[src/rtl/fd_hyst_pkg.sv]
package fd_hyst_pkg;
    localparam int REG_W   = 8;
    localparam int MAG_W   = 13;
    localparam int DWELL_W = 16;

    typedef struct packed {
        logic above;
        logic below;
    } cmp_t;
endpackage

[src/rtl/fd_thr_asm.sv]
module fd_thr_asm #(
    parameter int REG_W = 8,
    parameter int OUT_W = 13
) (
    input  logic [REG_W-1:0] hi_byte,
    input  logic [REG_W-1:0] lo_byte,
    output logic [OUT_W-1:0] value
);
    localparam int HI_W = OUT_W - REG_W;

    assign value = {hi_byte[HI_W-1:0], lo_byte};

    generate
        if (HI_W < REG_W) begin : g_spare
            logic unused_spare;
            assign unused_spare = ^hi_byte[REG_W-1:HI_W];
        end
    endgenerate
endmodule

[src/rtl/fd_cmp.sv]
module fd_cmp
    import fd_hyst_pkg::*;
#(
    parameter int W = 13
) (
    input  logic [W-1:0] mag,
    input  logic [W-1:0] thr_set,
    input  logic [W-1:0] thr_rel,
    output cmp_t         res
);
    always_comb begin
        res.above = (mag > thr_set);
        res.below = (mag < thr_rel);
    end
endmodule

[src/rtl/fd_flag_fsm.sv]
module fd_flag_fsm
    import fd_hyst_pkg::*;
#(
    parameter int CNT_W = 16
) (
    input  logic             clk,
    input  logic             rst_n,
    input  logic             det_en,
    input  logic             valid,
    input  cmp_t             cmp,
    input  logic [CNT_W-1:0] dwell,
    output logic             flag
);
    typedef struct packed {
        logic             flag;
        logic [CNT_W-1:0] cnt;
    } st_t;

    st_t st_d, st_q;

    always_comb begin
        st_d = st_q;
        if (!det_en) begin
            st_d = '0;
        end else if (valid) begin
            if (cmp.above) begin
                st_d.flag = 1'b1;
                st_d.cnt  = '0;
            end else if (st_q.flag && cmp.below) begin
                if (st_q.cnt >= dwell) st_d = '0;
                else st_d.cnt = st_q.cnt + CNT_W'(1);
            end else begin
                st_d.cnt = '0;
            end
        end
    end

    always_ff @(posedge clk) begin
        if (!rst_n) st_q <= '0;
        else        st_q <= st_d;
    end

    assign flag = st_q.flag;


    set_cause_chk: assert property (@(posedge clk) disable iff (!rst_n)
        $rose(st_q.flag) |-> $past(valid && cmp.above && det_en));


    release_cause_chk: assert property (@(posedge clk) disable iff (!rst_n)
        $fell(st_q.flag) |-> ($past(!det_en) ||
                              $past(valid && cmp.below && !cmp.above && st_q.cnt >= dwell)));


    cnt_needs_flag_chk: assert property (@(posedge clk) disable iff (!rst_n)
        (st_q.cnt != '0) |-> st_q.flag);


    idle_hold_chk: assert property (@(posedge clk) disable iff (!rst_n)
        (det_en && !valid) |=> $stable(st_q));


    disable_clear_chk: assert property (@(posedge clk) disable iff (!rst_n)
        !det_en |=> (st_q == '0));
endmodule

[src/rtl/fd_hyst_flag.sv]
module fd_hyst_flag
    import fd_hyst_pkg::*;
#(
    parameter int MAG_BITS   = MAG_W,
    parameter int DWELL_BITS = DWELL_W
) (
    input  logic                clk,
    input  logic                rst_n,
    input  logic                smp_vld,
    input  logic [MAG_BITS-1:0] smp_mag,
    input  logic [REG_W-1:0]    set_hi,
    input  logic [REG_W-1:0]    set_lo,
    input  logic [REG_W-1:0]    rel_hi,
    input  logic [REG_W-1:0]    rel_lo,
    input  logic [REG_W-1:0]    dwell_hi,
    input  logic [REG_W-1:0]    dwell_lo,
    input  logic                det_en,
    input  logic                frc_en,
    input  logic                frc_val,
    output logic                fd_o
);
    logic [MAG_BITS-1:0]   thr_set, thr_rel;
    logic [DWELL_BITS-1:0] dwell;
    cmp_t                  cmp;
    logic                  flag;

    fd_thr_asm #(.REG_W(REG_W), .OUT_W(MAG_BITS)) u_set_asm (
        .hi_byte(set_hi), .lo_byte(set_lo), .value(thr_set));

    fd_thr_asm #(.REG_W(REG_W), .OUT_W(MAG_BITS)) u_rel_asm (
        .hi_byte(rel_hi), .lo_byte(rel_lo), .value(thr_rel));

    fd_thr_asm #(.REG_W(REG_W), .OUT_W(DWELL_BITS)) u_dwell_asm (
        .hi_byte(dwell_hi), .lo_byte(dwell_lo), .value(dwell));

    fd_cmp #(.W(MAG_BITS)) u_cmp (
        .mag(smp_mag), .thr_set(thr_set), .thr_rel(thr_rel), .res(cmp));

    fd_flag_fsm #(.CNT_W(DWELL_BITS)) u_fsm (
        .clk(clk), .rst_n(rst_n), .det_en(det_en), .valid(smp_vld),
        .cmp(cmp), .dwell(dwell), .flag(flag));

    always_comb begin
        if (frc_en)      fd_o = frc_val;
        else if (det_en) fd_o = flag;
        else             fd_o = 1'b0;
    end
endmodule

[config.mk]
export PLATFORM = sky130hd
export DESIGN_NAME = fd_hyst_flag
export DESIGN_NICKNAME = d
export VERILOG_FILES = /design/src/rtl/fd_hyst_pkg.sv /design/src/rtl/fd_thr_asm.sv /design/src/rtl/fd_cmp.sv /design/src/rtl/fd_flag_fsm.sv /design/src/rtl/fd_hyst_flag.sv
export SDC_FILE = /design/constraint.sdc
export NUM_CORES = 1
export LEC_CHECK = 0
export BUFFER_PORTS_ARGS = -buffer_cell sky130_fd_sc_hd__buf_2
export CAP_MARGIN = 20
export CORE_ASPECT_RATIO = 1.1
export CORE_UTILIZATION = 32
export CTS_BUF_LIST = sky130_fd_sc_hd__clkbuf_8 sky130_fd_sc_hd__clkbuf_16
export CTS_CLUSTER_SIZE = 24
export DETAILED_ROUTE_END_ITERATION = 10
export GPL_ROUTABILITY_DRIVEN = 0
export GPL_TIMING_DRIVEN = 0
export PLACE_DENSITY = 0.56
export REMOVE_ABC_BUFFERS = 1
export SLEW_MARGIN = 0
export SYNTH_ARGS = -nofsm -noshare
export SYNTH_HDL_FRONTEND = slang
export SYNTH_SLANG_ARGS = --single-unit
[constraint.sdc]
create_clock -name clk -period 6.75 [get_ports clk]
set_input_delay 1.35 -clock clk [delete_from_list [all_inputs] [get_ports clk]]
set_output_delay 1.35 -clock clk [all_outputs]
set_load 0.05 [all_outputs]
==> impl_metrics.yaml <==
run_status:
  outcome: "completed"
layout:
  finalNetCount: 441
  num-fill-cells: 577
  final_cells: 408
  antenna_cells: 0
  drive_gt1_frac: 0.218
  syn2layout_area_growth_pct: 22.5
job:
  drv_cap: 0
worst_hold_path:
  min_path_cells: 2
  min_path_type: "flip-flop to flip-flop"
  hp-start: "u_fsm.st_q[15]"
  holdPathEnd: "u_fsm.st_q[15]"
synthesis:
  syn_area_per_cell_sq_um: 7.09
  yosysMostFrequentCell: "inv_1"
  synth-async-reset-ratio: 0
  syn-cell-area_sq_um: 1910
  yosys.cell_types.count: 35
  synth-warning-count: 0
  synth_top_area_frac: 0.275
  synth_common_cells: "inv_1, ha_1, nand2_1"
  seq_area_frac_synth: 0.178
  synthTopCellsByArea: "ha_1, dfxtp_1, inv_1, nand2_1, nand3_1"
  syn_inst: 270
  synth-seq-cells: 17
  synth.largest_area_cell: "ha_1"
  synth_edf_count: 0
  synthFlopType: "dfxtp_1"
detailed_routing:
  drc: 0
  first_pass_iters: 4
  drt_wl_total_um: 4250
  avgViaCountPerCell: 4.70
  antenna_left: 0
  wl_per_cell_um: 10.4
  dr.first_iter.drc_count: 76
  vias: 1916
die:
  start_util: 0.332
  num_rows: 29
  dieArea_sq_um: 6290
  die_h_um: 83.1
  coreArea_sq_um: 5770
  die_w_um: 75.7
  ios: 68
worst_setup_path:
  critical_path_arrival_ps: 3920
  cp.required_ps: 6920
  cp-end-kind: "flip-flop"
  path_cells: "buf_2, ha_1, and3_4, o21ai_2, a311oi_1, o41a_1, nor3_4, or3b_1, a31oi_1"
  critPathMaxFanout: 27
  r2r-end: "u_fsm.st_q[8]"
  r2r_slack_ps: 3830
  slowest_stage: "nor3_4"
  reg2regPathDepth: 8
  critPathLaunchType: "input pin"
  r2r-start: "u_fsm.st_q[5]"
  cpPeakStageDelay_ps: 780
  crit_type: "input pin to flip-flop"
grt:
  grt_first_pass_wirelength_um: 7680
  grt_pass1_vias: 1857
  antenna_found_initial: 0
  grt.overflow.total: 0
  grt_usage: 0.151
  grt_start_max_net_pins: 28
clock_network:
  cts_tree: "done"
  cts_setup_buffers: 0
  insertion_delay_ps: 250
  clk_path_buf_depth: 2
  postCtsHoldBufs: 0
  clock_sinks: 17
  cts_max_level: 1
  cts-buffers-inserted: 3
  root_buffer: "clkbuf_8"
  cts_resized: 0
  cts.reportedPaths.clkPinSlew_ps: 70
timing:
  hold-worst-slack_ps: 518
  fmax_mhz: 267
  period_share: 0.555
  worst_slack_ps: 3010
  grt_setup_unrepaired: "false"
  maxSlewHeadroom: 0.396
  finalSetupTns_ps: 0
  hold_viol: 0
  setup_viol: 0
  slew_viol_final: 0
  period_minus_slack_ps: 3740
  worst_pin_slew_ps: 902
  skew_ps: 4.24
pwr:
  p_per_area_nw_per_um2: 104
  peakVddDrop_v: 0.0000690
  power_w: 0.000243
  leakagePower_nw: 1.18
place:
  port_buffers: 61
  place_ws_ps: 2720
  place_inst: 404
  hpwl_um: 3480
==> stage by stage <==
stage	area (sq um)	utilization
2_1_floorplan	1900	-
3_3_place_gp	2300	0.398
3_5_place_dp	2300	0.398
4_1_cts	2340	0.406
5_1_grt	2340	0.406
6_report	2340	0.406
==> report_power, final <==
group / internal (W) / switching [W] / total [W]
Sequential: 0.000101 / 0.000000237 / 0.000101
Clock: 0.0000410 / 0.0000367 / 0.0000777
Combinational: 0.0000312 / 0.0000331 / 0.0000644
==> kinds of logic after synthesis <==
logic type | count (synthesis) | synth area share
flip-flops | 17 | 0.178
adder cells (fa/ha/maj) | 42 | 0.275
buffers and inverters | 48 | 0.0955
AND/OR/NAND/NOR | 107 | 0.271
multiplexers | 1 | 0.00523
AO/OA/AOI/OAI | 55 | 0.175
==> placed cells by master, fill, tap and decap left out, types with 5 or more instances in the layout <==
master,synthesis,routed
a21oi_1,16,16
a31oi_1,13,13
buf_2,2,61
dfxtp_1,17,17
ha_1,42,42
inv_1,44,44
nand2_1,42,42
nand3_1,21,21
nand3b_1,5,5
nand4_1,5,5
nor2_1,16,16
o21ai_0,12,12
==> flip-flops by register name, summed over array words and instances, names as in the netlist <==
name / flops
u_fsm.st_q: 16
u_fsm.flag: 1
==> layout make-up <==
cell class | count | area (sq um) | area share
Tap cell | 77 | 96.3 | 0.0411
Timing Repair Buffer | 61 | 305 | 0.130
Clock buffer | 3 | 41.3 | 0.0176
Inverter | 44 | 165 | 0.0705
Clock inverter | 1 | 5.00 | 0.00214
Multi-Input combinational cell | 205 | 1390 | 0.593
Sequential cell | 17 | 340 | 0.145
==> per-layer routing <==
metal | part of all wire | global-route usage
met1 | 0.49 | 0.204
met2 | 0.46 | 0.252
met3 | 0.042 | 0.0121
met4 | 0.0033 | 0.0438
met5 | 0 | 0
==> worst max-delay path: cells and delay by family <==
family / cells / cell delay (ps)
buf+inv: 1 / 110
fa+ha+maj: 1 / 320
compound gates: 4 / 750
simple gates: 3 / 1390
==> how the worst max path moves through the flow <==
stage / startpoint / cells past startpoint / slack (ps) / end
5_1_grt: dwell_hi[1] / 10 / 2750 / u_fsm.st_q[8]
6_report: smp_mag[4] / 9 / 3010 / u_fsm.st_q[8]
2_1_floorplan: det_en / 2 / 2930 / fd_o
3_3_place_gp: smp_mag[4] / 9 / 2750 / u_fsm.st_q[8]
4_1_cts: smp_mag[4] / 9 / 2990 / u_fsm.st_q[8]
3_5_place_dp: smp_mag[4] / 9 / 2720 / u_fsm.st_q[8]
No activity file was read; power rests on OpenSTA's default activity.
